<file path="src/rtl/mdio_mgmt_pkg.sv">
package mdio_mgmt_pkg;

    localparam int PRE_BITS   = 32;
    localparam int FRAME_BITS = 32;
    localparam int HDR_BITS   = 14;   // start + opcode + phy + reg
    localparam int DATA_BITS  = 16;
    localparam int DATA_FIRST = FRAME_BITS - DATA_BITS;
    localparam int BIT_CNT_W  = $clog2(FRAME_BITS);
    localparam int HALF_W     = 4;

    localparam logic [2:0] SEL_CFG  = 3'd0;
    localparam logic [2:0] SEL_CMD  = 3'd1;
    localparam logic [2:0] SEL_ADDR = 3'd2;
    localparam logic [2:0] SEL_WDAT = 3'd3;
    localparam logic [2:0] SEL_RDAT = 3'd4;
    localparam logic [2:0] SEL_IND  = 3'd5;

    typedef enum logic [1:0] {
        FS_IDLE,
        FS_PRE,
        FS_BODY,
        FS_DONE
    } fsm_t;

    typedef struct packed {
        logic       mgmt_rst;
        logic       no_pre;
        logic [2:0] clk_sel;
    } cfg_t;

    typedef struct packed {
        logic [4:0] phy;
        logic [4:0] regn;
    } target_t;

    typedef struct packed {
        logic                 is_read;
        logic                 no_pre;
        target_t              tgt;
        logic [DATA_BITS-1:0] wdata;
    } cmd_t;

    // Half of the MDC period in register clocks for each select code.
    function automatic logic [HALF_W-1:0] half_period(input logic [2:0] sel);
        case (sel)
            3'd0, 3'd1: half_period = 4'd2;
            3'd2:       half_period = 4'd3;
            3'd3:       half_period = 4'd4;
            3'd4:       half_period = 4'd5;
            3'd5:       half_period = 4'd7;
            3'd6:       half_period = 4'd10;
            default:    half_period = 4'd14;
        endcase
    endfunction

    // Body of a frame after the preamble, MSB sent first.
    function automatic logic [FRAME_BITS-1:0] frame_word(input cmd_t c);
        frame_word = {2'b01,
                      c.is_read ? 2'b10 : 2'b01,
                      c.tgt.phy,
                      c.tgt.regn,
                      c.is_read ? 2'b00 : 2'b10,
                      c.is_read ? {DATA_BITS{1'b0}} : c.wdata};
    endfunction

endpackage

</file>
<file path="src/rtl/mdio_clk_div.sv">
module mdio_clk_div
    import mdio_mgmt_pkg::*;
(
    input  logic       clk,
    input  logic       rst,
    input  logic       en,
    input  logic [2:0] sel,
    output logic       mdc,
    output logic       rise_stb,
    output logic       fall_stb
);

    logic [HALF_W-1:0] half_q;
    logic [HALF_W-1:0] cnt_q;
    logic              wrap;

    assign wrap     = (cnt_q == half_q - HALF_W'(1));
    assign rise_stb = en && wrap && !mdc;
    assign fall_stb = en && wrap && mdc;

    always_ff @(posedge clk) begin
        if (rst || !en) begin
            cnt_q  <= '0;
            mdc    <= 1'b0;
            half_q <= half_period(sel);   // ratio is frozen for a frame
        end else if (wrap) begin
            cnt_q <= '0;
            mdc   <= ~mdc;
        end else begin
            cnt_q <= cnt_q + HALF_W'(1);
        end
    end

endmodule

</file>
<file path="src/rtl/mdio_frame_engine.sv">
module mdio_frame_engine
    import mdio_mgmt_pkg::*;
(
    input  logic                 clk,
    input  logic                 rst,
    input  logic                 start,
    input  cmd_t                 cmd,
    input  logic                 rise_stb,
    input  logic                 fall_stb,
    input  logic                 mdio_in,
    output logic                 mdio_out,
    output logic                 mdio_oe,
    output logic                 busy,
    output logic                 div_en,
    output logic                 done_rd,
    output logic [DATA_BITS-1:0] rd_data
);

    fsm_t                  state_q;
    logic [BIT_CNT_W-1:0]  cnt_q;
    logic [FRAME_BITS-1:0] sh_q;
    logic                  rd_q;
    logic [DATA_BITS-1:0]  rsh_q;
    logic                  in_pre;
    logic                  in_body;

    assign in_pre  = (state_q == FS_PRE);
    assign in_body = (state_q == FS_BODY);
    assign mdio_oe  = in_pre || (in_body && (!rd_q || cnt_q < BIT_CNT_W'(HDR_BITS)));
    assign mdio_out = mdio_oe && (in_pre || sh_q[FRAME_BITS-1]);
    assign busy     = (state_q != FS_IDLE);
    assign div_en   = in_pre || in_body;
    assign done_rd  = (state_q == FS_DONE) && rd_q;
    assign rd_data  = rsh_q;

    always_ff @(posedge clk) begin
        if (rst) begin
            state_q <= FS_IDLE;
            cnt_q   <= '0;
            sh_q    <= '0;
            rd_q    <= 1'b0;
            rsh_q   <= '0;
        end else begin
            case (state_q)
                FS_IDLE: begin
                    if (start) begin
                        rd_q    <= cmd.is_read;
                        sh_q    <= frame_word(cmd);
                        cnt_q   <= '0;
                        state_q <= cmd.no_pre ? FS_BODY : FS_PRE;
                    end
                end
                FS_PRE: begin
                    if (fall_stb) begin
                        if (cnt_q == BIT_CNT_W'(PRE_BITS - 1)) begin
                            cnt_q   <= '0;
                            state_q <= FS_BODY;
                        end else begin
                            cnt_q <= cnt_q + BIT_CNT_W'(1);
                        end
                    end
                end
                FS_BODY: begin
                    if (rise_stb && rd_q && cnt_q >= BIT_CNT_W'(DATA_FIRST)) begin
                        rsh_q <= {rsh_q[DATA_BITS-2:0], mdio_in};
                    end
                    if (fall_stb) begin
                        if (cnt_q == BIT_CNT_W'(FRAME_BITS - 1)) begin
                            state_q <= FS_DONE;
                        end else begin
                            cnt_q <= cnt_q + BIT_CNT_W'(1);
                            sh_q  <= {sh_q[FRAME_BITS-2:0], 1'b0};
                        end
                    end
                end
                default: state_q <= FS_IDLE;
            endcase
        end
    end

endmodule

</file>
<file path="src/rtl/mdio_host_regs.sv">
module mdio_host_regs
    import mdio_mgmt_pkg::*;
(
    input  logic                 clk,
    input  logic                 rst,
    input  logic [2:0]           reg_sel,
    input  logic                 reg_wr,
    input  logic [31:0]          reg_wdata,
    output logic [31:0]          reg_rdata,
    input  logic                 busy,
    input  logic                 done_rd,
    input  logic [DATA_BITS-1:0] rd_data,
    output logic                 start,
    output cmd_t                 cmd,
    output cfg_t                 cfg,
    output logic                 not_valid
);

    cfg_t                 cfg_q;
    target_t              tgt_q;
    logic [1:0]           cmd_q;
    logic [DATA_BITS-1:0] wdat_q;
    logic [DATA_BITS-1:0] rdat_q;
    logic                 nv_q;
    logic                 accept;
    logic                 start_wr;
    logic                 start_rd;

    assign accept   = !busy && !cfg_q.mgmt_rst;
    assign start_wr = reg_wr && reg_sel == SEL_WDAT && accept;
    assign start_rd = reg_wr && reg_sel == SEL_CMD && reg_wdata[0] && !cmd_q[0] && accept;
    assign start    = start_wr || start_rd;

    always_comb begin
        cmd.is_read = start_rd;
        cmd.no_pre  = cfg_q.no_pre;
        cmd.tgt     = tgt_q;
        cmd.wdata   = reg_wdata[DATA_BITS-1:0];
    end

    assign cfg       = cfg_q;
    assign not_valid = nv_q;

    always_ff @(posedge clk) begin
        if (rst) begin
            cfg_q  <= '0;
            tgt_q  <= '0;
            cmd_q  <= '0;
            wdat_q <= '0;
            rdat_q <= '0;
            nv_q   <= 1'b0;
        end else begin
            if (reg_wr) begin
                case (reg_sel)
                    SEL_CFG:  cfg_q  <= '{mgmt_rst: reg_wdata[31],
                                          no_pre:   reg_wdata[4],
                                          clk_sel:  reg_wdata[2:0]};
                    SEL_CMD:  cmd_q  <= reg_wdata[1:0];
                    SEL_ADDR: tgt_q  <= '{phy: reg_wdata[12:8], regn: reg_wdata[4:0]};
                    SEL_WDAT: wdat_q <= reg_wdata[DATA_BITS-1:0];
                    default: ;
                endcase
            end
            if (done_rd) rdat_q <= rd_data;
            if (cfg_q.mgmt_rst)  nv_q <= 1'b0;
            else if (start_rd)   nv_q <= 1'b1;
            else if (done_rd)    nv_q <= 1'b0;
        end
    end

    always_comb begin
        reg_rdata = '0;
        case (reg_sel)
            SEL_CFG:  reg_rdata = {cfg_q.mgmt_rst, 26'd0, cfg_q.no_pre, 1'b0, cfg_q.clk_sel};
            SEL_CMD:  reg_rdata = {30'd0, cmd_q};
            SEL_ADDR: reg_rdata = {19'd0, tgt_q.phy, 3'd0, tgt_q.regn};
            SEL_WDAT: reg_rdata = {16'd0, wdat_q};
            SEL_RDAT: reg_rdata = {16'd0, rdat_q};
            SEL_IND:  reg_rdata = {29'd0, nv_q, 1'b0, busy};
            default:  reg_rdata = '0;
        endcase
    end

endmodule

</file>
<file path="src/rtl/mdio_mgmt_ctrl.sv">
module mdio_mgmt_ctrl
    import mdio_mgmt_pkg::*;
(
    input  logic        clk,
    input  logic        rst,
    input  logic [2:0]  reg_sel,
    input  logic        reg_wr,
    input  logic [31:0] reg_wdata,
    output logic [31:0] reg_rdata,
    output logic        mdc,
    input  logic        mdio_in,
    output logic        mdio_out,
    output logic        mdio_oe
);

    logic                 busy;
    logic                 not_valid;
    logic                 mgmt_rst;
    logic                 eng_rst;
    logic                 start;
    cmd_t                 cmd;
    cfg_t                 cfg;
    logic                 div_en;
    logic                 rise_stb;
    logic                 fall_stb;
    logic                 done_rd;
    logic [DATA_BITS-1:0] rd_data;

    assign mgmt_rst = cfg.mgmt_rst;
    assign eng_rst  = rst || mgmt_rst;

    mdio_host_regs u_regs (
        .clk       (clk),
        .rst       (rst),
        .reg_sel   (reg_sel),
        .reg_wr    (reg_wr),
        .reg_wdata (reg_wdata),
        .reg_rdata (reg_rdata),
        .busy      (busy),
        .done_rd   (done_rd),
        .rd_data   (rd_data),
        .start     (start),
        .cmd       (cmd),
        .cfg       (cfg),
        .not_valid (not_valid)
    );

    mdio_clk_div u_div (
        .clk      (clk),
        .rst      (eng_rst),
        .en       (div_en),
        .sel      (cfg.clk_sel),
        .mdc      (mdc),
        .rise_stb (rise_stb),
        .fall_stb (fall_stb)
    );

    mdio_frame_engine u_eng (
        .clk      (clk),
        .rst      (eng_rst),
        .start    (start),
        .cmd      (cmd),
        .rise_stb (rise_stb),
        .fall_stb (fall_stb),
        .mdio_in  (mdio_in),
        .mdio_out (mdio_out),
        .mdio_oe  (mdio_oe),
        .busy     (busy),
        .div_en   (div_en),
        .done_rd  (done_rd),
        .rd_data  (rd_data)
    );

endmodule

</file>
<file path="config.mk">
export PLATFORM = sky130hd
export DESIGN_NAME = mdio_mgmt_ctrl
export DESIGN_NICKNAME = d
export VERILOG_FILES = /design/src/rtl/mdio_mgmt_pkg.sv /design/src/rtl/mdio_clk_div.sv /design/src/rtl/mdio_frame_engine.sv /design/src/rtl/mdio_host_regs.sv /design/src/rtl/mdio_mgmt_ctrl.sv
export SDC_FILE = /design/constraint.sdc
export NUM_CORES = 1
export LEC_CHECK = 0
export BUFFER_PORTS_ARGS = -buffer_cell sky130_fd_sc_hd__buf_2
export CORE_ASPECT_RATIO = 0.6
export CORE_MARGIN = 2
export CORE_UTILIZATION = 59
export CTS_BUF_LIST = sky130_fd_sc_hd__clkbuf_2 sky130_fd_sc_hd__clkbuf_4 sky130_fd_sc_hd__clkbuf_8
export CTS_CLUSTER_SIZE = 8
export DETAILED_ROUTE_END_ITERATION = 7
export PLACE_DENSITY = 0.83
export SYNTH_ARGS = -nofsm -noshare
export SYNTH_HDL_FRONTEND = slang
export SYNTH_SLANG_ARGS = --single-unit
</file>
<file path="constraint.sdc">
create_clock -name clk -period 2.6 [get_ports clk]
set_input_delay 0.13 -clock clk [delete_from_list [all_inputs] [get_ports clk]]
set_output_delay 0.13 -clock clk [all_outputs]
set_load 0.05 [all_outputs]
</file>
Word-level counts from Yosys, hierarchy flattened
Index checks and enable logic that the tools add are counted.
Storage, ports and cells
  ROM bits: 0
  memories: 0
  register bits after elaboration: 115
  bits in latches: 0
  memory bits (writable): 0
  word-level logic and storage cells: 116
Cells by class
  bitwise gates (word level): 1
  multipliers: 0
  eq/ne operators: 22
  muxes and demuxes: 24
  divide/modulo/power cells: 0
  reductions and logical operators: 47
  shift-type cells: 0
  magnitude comparators: 2
  add/sub/neg operators: 3
Operators by type and width (number)
  $pmux 32 s6: 1
  $mux 32: 3
  $pmux 32 s2: 1
  $mux 5: 5
  $pmux 4 s6: 1
  $mux 16: 1
  $mux 2: 8
  $eq 3x3->1 const B: 5
  $logic_and 1x1->1: 15
  $pmux 5 s3: 1
  $eq 3x2->1 const B: 4
  $ne 2x2->1 const B: 6
  $reduce_and 2->1: 6
  $reduce_and 5->1: 2
  $logic_or 1x1->1: 7
  $eq 3x1->1 const B: 2
  $logic_not 1->1: 6
  $logic_not 3->1: 2
  $pmux 2 s3: 1
  $reduce_bool 2->1: 3
  $reduce_or 2->1: 3
  $add 5x1->5 const B: 1
  $eq 5x5->1 const B: 1
  $ge 5x5->1 const B: 1
  other kinds (11): 13

Longest topological paths before layout
  depth in word-level cells: 8
  mapped depth: 10
  depth with buffers taken out: 9

Cells and area by module
From an unflattened synthesis, not the netlist that was laid out.
Second synthesis, totals
  cell total of the unflattened synthesis: 629
  area total of the unflattened synthesis: 5514.0 um^2
Modules (own cells, without submodules)
  mdio_frame_engine: times used 1, area each 2542.4 um^2, cells an instance 291, seq. area each 1121.1 um^2
  mdio_host_regs: times used 1, area each 2488.6 um^2, cells an instance 293, seq. area each 1001.0 um^2
  mdio_clk_div: times used 1, area each 476.7 um^2, cells an instance 44, seq. area each 220.2 um^2
  mdio_mgmt_ctrl: times used 1, area each 6.3 um^2, cells an instance 1, seq. area each 0.0 um^2

Worst setup path before layout
No wires, ideal clock.
  path kind: register to register
  start: register u_eng.cnt_q[0]
  end: register u_eng.sh_q[19]
  data arrival time: 2099 ps
  library setup time: 134 ps
  clock period less this slack: 2233 ps
  path buffers: 2
  path slack: 367 ps
  stages on the path, launching flop included: 11
  path through: dfxtp_1 ha_1 and3_1 ha_1 and3b_1 nand2_1 or3_1 a21oi_2 buf_4 buf_4 a211oi_1
Between the ends
  longest elaborated chain between the ends: 3
RTL lines
  start: declaration: line mdio_frame_engine.sv:20  | logic [BIT_CNT_W-1:0] cnt_q;
  start signal: assignment: line mdio_frame_engine.sv:59  | cnt_q <= cnt_q + BIT_CNT_W'(1);
  start signal: assignment: line mdio_frame_engine.sv:71  | cnt_q <= cnt_q + BIT_CNT_W'(1);
  $eq 5x5->1: line mdio_frame_engine.sv:68  | if (cnt_q == BIT_CNT_W'(FRAME_BITS - 1)) begin
  $ne 2x2->1 (no line)
  $reduce_and 4->1 (no line)
  end signal: assignment: line mdio_frame_engine.sv:48  | sh_q <= frame_word(cmd);
  end signal: assignment: line mdio_frame_engine.sv:72  | sh_q <= {sh_q[FRAME_BITS-2:0], 1'b0};
  end: declaration: line mdio_frame_engine.sv:21  | logic [FRAME_BITS-1:0] sh_q;
Every way passes these cells.
A chain may end at the register's enable or synchronous reset.

Final worst setup path
  start: register u_eng.cnt_q[0]
  end: register u_eng.sh_q[0]
The elaborated chain is that of the path after synthesis.

==> out/results.tsv <==
stage	metric	value	unit
timing	fin. max-slew vios	0	
layout	most common cell after layout, fill and taps aside	dfxtp_1	
layout	area grow syn2layout	16.71	%
worst_setup_path	Crit Path Class	flop to flop	
clock_network	CTS tree	done	
die	Initial Util	61.28	%
synth	EDFF count, synth	4	
worst_setup_path	Critical Path AT	2.82	ns
power	Switching Share	33.57	%
power	Max VDD drop	0.4785	mV
grt	largest net degree at the start of global routing	50	
timing	Max-slew headroom	59.52	%
synth	Synth Cell Area	5263	µm²
timing	top achievable clock speed	401.2	MHz
clock_network	Clock Latency Late Sink	0.45	ns
synth	sequential fraction of the synthesis area	44.51	%
min_path	HP Class	input pin to flop	
worst_setup_path	Critical Path Source Type	flop	
power	Clock power frac	31.5	%
clock_network	Root Driver	clkbuf_8	
power	P_sw	1.684	mW
drt	Vias/cell	5.964	
placement	detailed placement HPWL	8523	µm
timing	Final Hold Vio Count	0	
layout	Final #Nets	717	
worst_setup_path	CP Cell Sequence	ha_1 > and3_1 > ha_1 > and3b_2 > nand2_1 > or3_4 > a21oi_4 > buf_4 > clkbuf_16 > nand2b_1 > a21oi_1	
grt	GR Overflow Total	0	
run	max-cap violation count	0	
drt	Post-route DRC	0	
synth	main area contributors after synthesis	dfxtp_1 42%, mux2i_1 9.3%, nand2_1 7.6%	
timing	Setup TNS	0	ns
synth	post-synthesis cell type count	55	
worst_setup_path	Buf+Inv Stages, Crit Path	2	
timing	Final period util	95.86	%
layout	# diodes	0	
clock_network	Reg clk slew, reported paths	0.07	ns
worst_setup_path	CP max-delay cell	or3_4	
drt	Routed wire per std cell	17.42	µm
die	FP Rows	26	
power	cell-internal power	3.333	mW
synth	area leader, netlist	dfxtp_1	
synth	Syn. warnings	0	
worst_setup_path	CP max stage delay	0.36	ns
layout	layout cell share with drive strength beyond 1	15.96	%
power	sequential power share	42.6	%
timing	Min Clock Period, post-route	2.492	ns
worst_setup_path	Top Family by Delay on Critical Path	simple AND/OR/NAND/NOR gates	
drt	Antenna Nets Post-Route	0	
clock_network	CTS Buf Count	17	
die	DIE AREA	9716	µm²
power	power density cells	816.9	nW/µm²
drt	final wirelength	13850	µm
synth	Mean Syn Cell Area	8.557	µm²
grt	first-pass GRT wire length	21130	µm
synth	Seq cells post-synth	115	
synth	top cell type's share of synthesized area	42.23	%
worst_setup_path	Worst setup EP type	flop	
timing	Final Skew	0.01636	ns
clock_network	Longest Clk Path Bufs	2	
clock_network	clock sink count	115	
worst_setup_path	Crit path required time	2.93	ns
die	Core Area	8588	µm²
synth	Most used DFF post-synth	dfxtp_1	
grt	vias in the first global route	4260	
layout	most frequent cells in the layout	111 x dfxtp_1, 107 x nand2_1, 64 x nor2_1	
drt	Pre-antenna DRT Iters	6	
power	PnR Total Power	5.018	mW
timing	final setup vio count	0	
placement	Port Buffers	43	
synth	Async SR Flop Fraction	0	%
die	die height	77.16	µm
timing	worst-margin pin slew	0.6072	ns
grt	initial antenna violation count	0	
die	# IOs	74	
drt	via count	4741	
clock_network	htree depth	4	
layout	Filler cells	629	
power	Lkg Pwr	2.338	nW
power	Logic pwr share	25.9	%
placement	routability cong.	0.8918	
run_status	status	finished, final reports clean	
worst_setup_path	CP Max Fanout	18	
grt	gr usage total	27.74	%
die	Die Wd	125.9	µm
worst_setup_path	Crit path top cell by count	ha_1	
drt	Iter 0 DRT Violations	665	
synth	Post-Syn Instances	615	
==> tightest hold or removal path, cell delays in order <==
cell and delay, ns:
buf_2 0.11, nor2_1 0.13, nand2_1 0.10, mux2i_1 0.06
==> metal layers <==
layer	wire (µm)	share of wire (%)	GRT usage, %
met3	1294	9.3	9.072
met5	0	0	0
met2	6136	44	41.24
met1	6053	44	37.11
met4	362	2.6	11.76
==> cell usage after synthesis, types with 4 or more instances <==
cell type  number
dfxtp_1       111
xnor2_1         4
nor2_1         64
and2_1          5
mux2i_1        49
and3_1          4
nand2_1       107
a211oi_1       26
buf_4          21
nor3b_1         4
nand2b_1        7
inv_1          11
a22o_1          6
nand3_1         9
a22oi_1        16
buf_2           6
o21ai_0        17
ha_1            8
a21oi_1        57
edfxtp_1        4
or3_1           4
a31oi_1         4
clkbuf_1       27
==> what timing repair did <==
action,4_1_cts,5_1_grt
endpoints found under the hold margin,31,0
resized for setup,0,3
hold buffers,18,0
endpoints found under the setup margin,0,28
buffers inserted,0,3
==> power by group through the flow <==
| stage | Combinational [mW] | Clock (mW) | Sequential [mW] |
|---|---|---|---|
| finish | 1.30 | 1.58 | 2.14 |
| global route | 1.41 | 1.67 | 2.16 |
| CTS | 1.13 | 1.58 | 2.12 |
| detailed placement | 1.09 | 0 | 2.15 |
| global placement | 1.05 | 0 | 2.14 |
| floorplan | 0.871 | 0 | 2.11 |
==> state kept, by name, summed over array words and instances, names as in the netlist, 2 cells and up <==
name,cells
u_eng.sh_q,32
u_regs.cmd,10
u_eng.rd_data,16
u_regs.cmd_q,2
u_regs.wdat_q,16
u_eng.state_q,2
u_regs.cfg,5
u_eng.cnt_q,5
u_regs.rdat_q,16
u_div.half_q,4
u_div.cnt_q,4
==> through the flow <==
step | hold slack, ns | utilization [%] | setup WS, ns | instances | area, µm²
floorplan | 0.2660 | - | 0.3670 | 629 | 5315
global placement | 0.3650 | 64.10 | 0.1670 | 740 | 5505
detailed placement | 0.3752 | 64.10 | 0.08710 | 740 | 5505
CTS | 0.1116 | 70.54 | 0.06193 | 790 | 6058
global route | 0.1419 | 71.52 | -0.01311 | 795 | 6142
finish | 0.1272 | 71.52 | 0.1076 | 795 | 6142
==> layout make-up <==
| class | instances | area [µm²] | area share [%] |
|---|---|---|---|
| multi-input cells | 444 | 2631 | 42.84 |
| flip-flops and latches | 115 | 2342 | 38.13 |
| repair buffers | 80 | 610.6 | 9.941 |
| clock buffers | 20 | 269.0 | 4.380 |
| well taps | 112 | 140.1 | 2.282 |
| clock inverters | 12 | 103.9 | 1.691 |
| inverters | 12 | 45.04 | 0.7333 |
==> path summary, 6_finish.rpt <==
kind,from,end,slack (ns),depth (start not counted)
hold reg to reg,u_regs.wdat_q[2]$_SDFFE_PP0N_,u_regs.wdat_q[2]$_SDFFE_PP0N_,0.46,2
setup / recovery,u_eng.cnt_q[0]$_SDFFE_PP0P_,u_eng.sh_q[0]$_SDFFE_PP0P_,0.11,11
hold / removal,rst,u_eng.cnt_q[0]$_SDFFE_PP0P_,0.13,4
setup reg to reg,u_eng.cnt_q[0]$_SDFFE_PP0P_,u_eng.sh_q[0]$_SDFFE_PP0P_,0.11,11
==> kinds of logic after synthesis <==
group                      share of synthesized area (%)
DFF                                                44.51
muxes                                              9.534
and+or+nand+nor                                    19.21
AOI/OAI and AO/OA                                  16.33
adders and majority gates                          1.902
buffers and inverters                              6.847
other                                            0.07126
xor gates and xnor gates                           1.593
No activity file was read; power rests on OpenSTA's default activity.
